### src/rtl/i2c_cond_pkg.sv
package i2c_cond_pkg;

    // Default interval lengths in system clock cycles
    localparam int unsigned START_SU_STD = 20;
    localparam int unsigned START_HD_STD = 20;
    localparam int unsigned START_SU_FST = 10;
    localparam int unsigned START_HD_FST = 10;
    localparam int unsigned STOP_SU_STD  = 20;
    localparam int unsigned STOP_HD_STD  = 18;
    localparam int unsigned STOP_SU_FST  = 12;
    localparam int unsigned STOP_HD_FST  = 10;

    typedef enum logic [2:0] {
        ST_IDLE,
        ST_START_SU,
        ST_START_HD,
        ST_STOP_SU,
        ST_STOP_HD
    } seq_state_t;

    typedef enum logic [1:0] {
        REQ_NONE,
        REQ_START,
        REQ_STOP
    } req_kind_t;

    typedef struct packed {
        logic master;
        logic transmit;
        logic busy_bit;
    } wr_bits_t;

    function automatic int unsigned max4(input int unsigned a, input int unsigned b,
                                         input int unsigned c, input int unsigned d);
        int unsigned m;
        m = a;
        if (b > m) m = b;
        if (c > m) m = c;
        if (d > m) m = d;
        return m;
    endfunction

endpackage

### src/rtl/cond_req_decode.sv
module cond_req_decode
    import i2c_cond_pkg::*;
(
    input  logic      wr_stb,
    input  wr_bits_t  bits,
    input  logic      enable,
    input  logic      bus_busy,
    input  logic      idle,
    output req_kind_t req
);
    always_comb begin
        req = REQ_NONE;
        if (wr_stb && enable && idle && bits.master && bits.transmit) begin
            if (bits.busy_bit && !bus_busy)
                req = REQ_START;
            else if (!bits.busy_bit)
                req = REQ_STOP;
        end
    end
endmodule

### src/rtl/cond_interval_timer.sv
module cond_interval_timer #(
    parameter int unsigned CNT_W = 5
) (
    input  logic             clk,
    input  logic             rst,
    input  logic             restart,
    input  logic             run,
    input  logic [CNT_W-1:0] target,
    output logic             expired
);
    logic [CNT_W-1:0] cnt;

    always_ff @(posedge clk) begin
        if (rst || restart)
            cnt <= '0;
        else if (run)
            cnt <= cnt + 1'b1;
    end

    assign expired = run && (cnt == target - 1'b1);


    cnt_in_window_chk: assert property (@(posedge clk) disable iff (rst)
        run |-> (cnt < target));
endmodule

### src/rtl/i2c_cond_gen.sv
module i2c_cond_gen
    import i2c_cond_pkg::*;
#(
    parameter int unsigned P_START_SU_STD = START_SU_STD,
    parameter int unsigned P_START_HD_STD = START_HD_STD,
    parameter int unsigned P_START_SU_FST = START_SU_FST,
    parameter int unsigned P_START_HD_FST = START_HD_FST,
    parameter int unsigned P_STOP_SU_STD  = STOP_SU_STD,
    parameter int unsigned P_STOP_HD_STD  = STOP_HD_STD,
    parameter int unsigned P_STOP_SU_FST  = STOP_SU_FST,
    parameter int unsigned P_STOP_HD_FST  = STOP_HD_FST
) (
    input  logic clk,
    input  logic rst,
    input  logic enable_i,
    input  logic fast_mode_i,
    input  logic wr_stb_i,
    input  logic wr_master_i,
    input  logic wr_transmit_i,
    input  logic wr_busy_i,
    output logic scl_o,
    output logic sda_o,
    output logic bus_busy_o,
    output logic byte_start_o
);
    localparam int unsigned MAX_IV = max4(
        max4(P_START_SU_STD, P_START_HD_STD, P_START_SU_FST, P_START_HD_FST),
        max4(P_STOP_SU_STD, P_STOP_HD_STD, P_STOP_SU_FST, P_STOP_HD_FST), 1, 1);
    localparam int unsigned CNT_W = $clog2(MAX_IV + 1);

    seq_state_t       state;
    req_kind_t        req;
    wr_bits_t         bits;
    logic             mode_q;
    logic             expired;
    logic [CNT_W-1:0] target;

    assign bits = '{master: wr_master_i, transmit: wr_transmit_i, busy_bit: wr_busy_i};

    cond_req_decode u_decode (
        .wr_stb   (wr_stb_i),
        .bits     (bits),
        .enable   (enable_i),
        .bus_busy (bus_busy_o),
        .idle     (state == ST_IDLE),
        .req      (req)
    );

    always_comb begin
        case (state)
            ST_START_SU: target = CNT_W'(mode_q ? P_START_SU_FST : P_START_SU_STD);
            ST_START_HD: target = CNT_W'(mode_q ? P_START_HD_FST : P_START_HD_STD);
            ST_STOP_SU:  target = CNT_W'(mode_q ? P_STOP_SU_FST  : P_STOP_SU_STD);
            ST_STOP_HD:  target = CNT_W'(mode_q ? P_STOP_HD_FST  : P_STOP_HD_STD);
            default:     target = CNT_W'(1);
        endcase
    end

    cond_interval_timer #(.CNT_W(CNT_W)) u_timer (
        .clk     (clk),
        .rst     (rst),
        .restart ((req != REQ_NONE) || expired),
        .run     (state != ST_IDLE),
        .target  (target),
        .expired (expired)
    );

    always_ff @(posedge clk) begin
        if (rst) begin
            state        <= ST_IDLE;
            scl_o        <= 1'b1;
            sda_o        <= 1'b1;
            bus_busy_o   <= 1'b0;
            byte_start_o <= 1'b0;
            mode_q       <= 1'b0;
        end else begin
            byte_start_o <= 1'b0;
            case (state)
                ST_IDLE: begin
                    if (req == REQ_START) begin
                        state  <= ST_START_SU;
                        scl_o  <= 1'b1;
                        sda_o  <= 1'b1;
                        mode_q <= fast_mode_i;
                    end else if (req == REQ_STOP) begin
                        state  <= ST_STOP_SU;
                        scl_o  <= 1'b1;
                        sda_o  <= 1'b0;
                        mode_q <= fast_mode_i;
                    end
                end
                ST_START_SU: if (expired) begin
                    sda_o      <= 1'b0;
                    bus_busy_o <= 1'b1;
                    state      <= ST_START_HD;
                end
                ST_START_HD: if (expired) begin
                    scl_o        <= 1'b0;
                    byte_start_o <= 1'b1;
                    state        <= ST_IDLE;
                end
                ST_STOP_SU: if (expired) begin
                    sda_o <= 1'b1;
                    state <= ST_STOP_HD;
                end
                ST_STOP_HD: if (expired) begin
                    bus_busy_o <= 1'b0;
                    state      <= ST_IDLE;
                end
                default: state <= ST_IDLE;
            endcase
        end
    end


    sda_under_scl_high_chk: assert property (@(posedge clk) disable iff (rst)
        (sda_o != $past(sda_o)) |-> (scl_o && $past(scl_o)));


    busy_with_sda_fall_chk: assert property (@(posedge clk) disable iff (rst)
        $rose(bus_busy_o) |-> $fell(sda_o));


    byte_pulse_on_scl_fall_chk: assert property (@(posedge clk) disable iff (rst)
        byte_start_o |-> ($fell(scl_o) && !$past(byte_start_o)));


    busy_clear_idle_bus_chk: assert property (@(posedge clk) disable iff (rst)
        $fell(bus_busy_o) |-> (scl_o && sda_o));


    disabled_idle_hold_chk: assert property (@(posedge clk) disable iff (rst)
        (state == ST_IDLE && !enable_i) |=> ($stable(scl_o) && $stable(sda_o) && $stable(bus_busy_o)));
endmodule

### config.mk
export PLATFORM = sky130hd
export DESIGN_NAME = i2c_cond_gen
export DESIGN_NICKNAME = d
export VERILOG_FILES = /design/src/rtl/i2c_cond_pkg.sv /design/src/rtl/cond_req_decode.sv /design/src/rtl/cond_interval_timer.sv /design/src/rtl/i2c_cond_gen.sv
export SDC_FILE = /design/constraint.sdc
export NUM_CORES = 1
export LEC_CHECK = 0
export BUFFER_PORTS_ARGS = -buffer_cell sky130_fd_sc_hd__buf_2
export CAP_MARGIN = 10
export CORE_UTILIZATION = 59
export CTS_CLUSTER_SIZE = 24
export DETAILED_ROUTE_END_ITERATION = 16
export PLACE_DENSITY = 0.87
export SYNTH_ARGS = -nofsm -noshare
export SYNTH_HDL_FRONTEND = slang
export SYNTH_HIERARCHICAL = 1
export SYNTH_SLANG_ARGS = --single-unit
### constraint.sdc
create_clock -name clk -period 7.95 [get_ports clk]
set_input_delay 0.795 -clock clk [delete_from_list [all_inputs] [get_ports clk]]
set_output_delay 0.795 -clock clk [all_outputs]
set_load 0.1 [all_outputs]
==> flow_summary.yaml <==
floorplan:
  dieArea_um2: 1660
  initial_core_util: 0.654
  core_area_um2: 1350
  ios: 12
  die_w_um: 40.7
  rows: 13
  die_h_um: 40.7
worst_setup_path:
  critical_path_arrival_ns: 3.50
  cp_top_family: "compound AO/OA/AOI/OAI gates"
  critPathRequiredTime_ns: 8.12
  critical-path-slowest-cell: "a2111oi_2"
  cp_cell_sequence: "mux2_2, o22ai_1, inv_1, ha_1, nand2b_1, o211ai_1, a31oi_1, a2111oi_2, a221oi_1, a2111oi_2"
  rrSetupSlack_ns: 4.62
  crit_buf_inv: 1
  crit_path_end_kind: "register"
  critPathMaxStageDelay_ns: 0.78
  worstPathMaxFanout: 14
  startpoint_type: "register"
  crit_top_cell: "a2111oi_2"
  worstSetupPathType: "register to register"
yosys:
  synth_warnings: 6
  yosysSeqAreaShare: 0.295
  synth-simple-area-share: 0.283
  synth_top_family_by_area: "simple AND/OR/NAND/NOR gates"
  synth_nets: 118
  syn-cell-area_um2: 883
  synth_xor_area_frac: 0.0793
  synth.area.mux_share: 0.0241
  synth.area.top_cells: "dfxtp_1, ha_1, nor3_1, a21oi_1, xnor2_1"
  synth_top_area_cell: "dfxtp_1"
  syn_avg_cell_area_um2: 8.41
  synth_fa_ha_area_frac: 0.0708
  synth_seq_cells: 13
  yosys.cell_types.count: 37
  synthCells: 105
  synth.top_cell.area_share: 0.295
  synth_compound_area_frac: 0.187
sta:
  max-slew-margin-rel: 0.406
  fmax_mhz: 300
  period_share: 0.419
  fin_crit_ns: 3.33
  fin_skew_ns: 0.000749
  setup_tns_ns: 0
  slew_violations: 0
  rsz0062_at_grt: "no"
  finalHoldViolations: 0
  tightest_slew_ns: 0.890
  setup_violations: 0
power_and_ir_drop:
  p_int_mw: 0.0946
  p_sw_frac: 0.278
  switchingPower_mw: 0.0365
  max-vdd-ir-drop_v: 0.000113
  p_per_area_nw_per_um2: 137
  power_leakage_nw: 0.348
  comb_power_share: 0.172
  power_frac_seq: 0.523
  power_frac_clock: 0.306
grt:
  grt_max_degree: 15
  grtUsageTotal: 0.264
  grt_first_pass_wirelength_mm: 2.77
  overflow: 0
  grt_pass1_vias: 697
  antenna_found_initial: 0
clock_network:
  htreeDepth: 1
  cts_tree: "done"
  cts-root-buf: "clkbuf_4"
  ctsResizeCount: 0
  cts_buffers: 3
  clock_sinks: 13
  clk_latency_ns: 0.27
  cts_setup_buffers: 0
  hold_buffers: 0
  clockBufferDepth: 2
  clk_pin_slew_ns: 0.07
layout:
  fin_nets: 129
  layout_commonest_cell: "dfxtp_1"
  diodes: 0
  syn_to_final_growth_pct: 8.36
  finalCoreUtilization: 0.709
  most-common-layout-cells: "dfxtp_1, buf_2, nor3_1"
  drive_above_1_share: 0.217
placed_design:
  hpwl_mm: 1.43
  routabilityCongestion: 0.954
  io_buffer_count: 11
route:
  ant_nets: 0
  dr.pass1.iters: 5
  vias: 782
  drt_iter0_drc: 28
  drt-total-wl_mm: 1.86
  via_per_inst: 6.02
  drt_drc_violations_left: 0
  wire_per_inst_um: 14.3
job:
  drv_cap: 0
status:
  status: "finished clean"
hold_path:
  min_path_type: "register to register"
-- layer usage --
| layer | track usage | vias to the layer above | part of all wire |
|---|---|---|---|
| li1 | - | 394 | - |
| met1 | 0.260 | 365 | 0.42 |
| met2 | 0.476 | 19 | 0.53 |
| met3 | 0.0978 | 4 | 0.042 |
| met4 | 0.133 | 0 | 0.013 |
| met5 | 0 | - | 0 |
-- final timing paths --
| check | startpoint | to | cells after the start |
|---|---|---|---|
| worst max register to register | state[2] | state[1] | 10 |
| worst max-delay path | state[2] | state[1] | 10 |
| worst min register to register | scl_o | scl_o | 2 |
| worst min-delay path | scl_o | scl_o | 2 |
-- flip-flops by register name, summed over array words and instances, names as in the netlist --
signal	count
bus_busy_o	1
byte_start_o	1
mode_q	1
scl_o	1
sda_o	1
state	3
u_timer/cnt	5
-- kinds of logic (layout without fill, tap and decap cells) --
family,count (synthesis),count (layout)
compound gates,22,22
simple gates,43,43
xor+xnor,8,8
buf+inv,12,22
flops,13,13
fa+ha+maj,5,5
mux,2,2
-- through the flow --
stage | hold WS [ns] | instance area [um^2] | cells | setup slack (ns) | total power [mW]
after floorplan | 0.532 | 883 | 105 | 5.43 | 0.0866
after global placement | 0.474 | 931 | 126 | 4.82 | 0.0912
after detailed placement | 0.485 | 931 | 126 | 4.64 | 0.0923
after CTS | 0.505 | 957 | 130 | 4.62 | 0.132
after global routing | 0.524 | 957 | 130 | 4.38 | 0.137
final | 0.504 | 957 | 130 | 4.62 | 0.131
-- Yosys cell counts, drive strengths merged --
master	instances
o21ai	2
a2111oi	2
nor4	2
mux2i	1
o21bai	1
a21oi	8
ha	5
or2	2
o22ai	1
or3	1
inv	6
clkbuf	1
nand2b	5
nand3	2
nor2b	2
nor4b	1
dfxtp	13
and3	1
a31oi	1
nand3b	2
nand4	2
nor3	9
a221o	1
clkinv	1
nand2	8
nor3b	1
a221oi	1
xor2	4
xnor2	4
a21o	2
buf	4
o211ai	3
nor2	5
mux2	1
-- area by class of cell --
cell class / count / area, um^2
multi-input cells: 80 / 569
well taps: 15 / 18.8
fillers: 109 / 393
clock buffers: 4 / 26.3
inverters: 7 / 27.5
repair buffers: 11 / 55.1
flip-flops and latches: 13 / 260
-- worst register-to-register path, stage by stage, from the launching register on --
cell and delay [ns]:
dfxtp_1 0.60, mux2_2 0.39, o22ai_1 0.20, inv_1 0.07
ha_1 0.23, nand2b_1 0.17, o211ai_1 0.10, a31oi_1 0.12
a2111oi_2 0.78, a221oi_1 0.24, a2111oi_2 0.34
-- power by group through the flow --
stage	logic [mW]	registers [mW]	clock network (mW)
after floorplan	0.0157	0.0709	0
after global placement	0.0214	0.0698	0
after detailed placement	0.0223	0.0700	0
after CTS	0.0224	0.0685	0.0412
after global routing	0.0245	0.0688	0.0437
final	0.0225	0.0685	0.0401
Note: power is estimated with default switching activity, not from simulation.
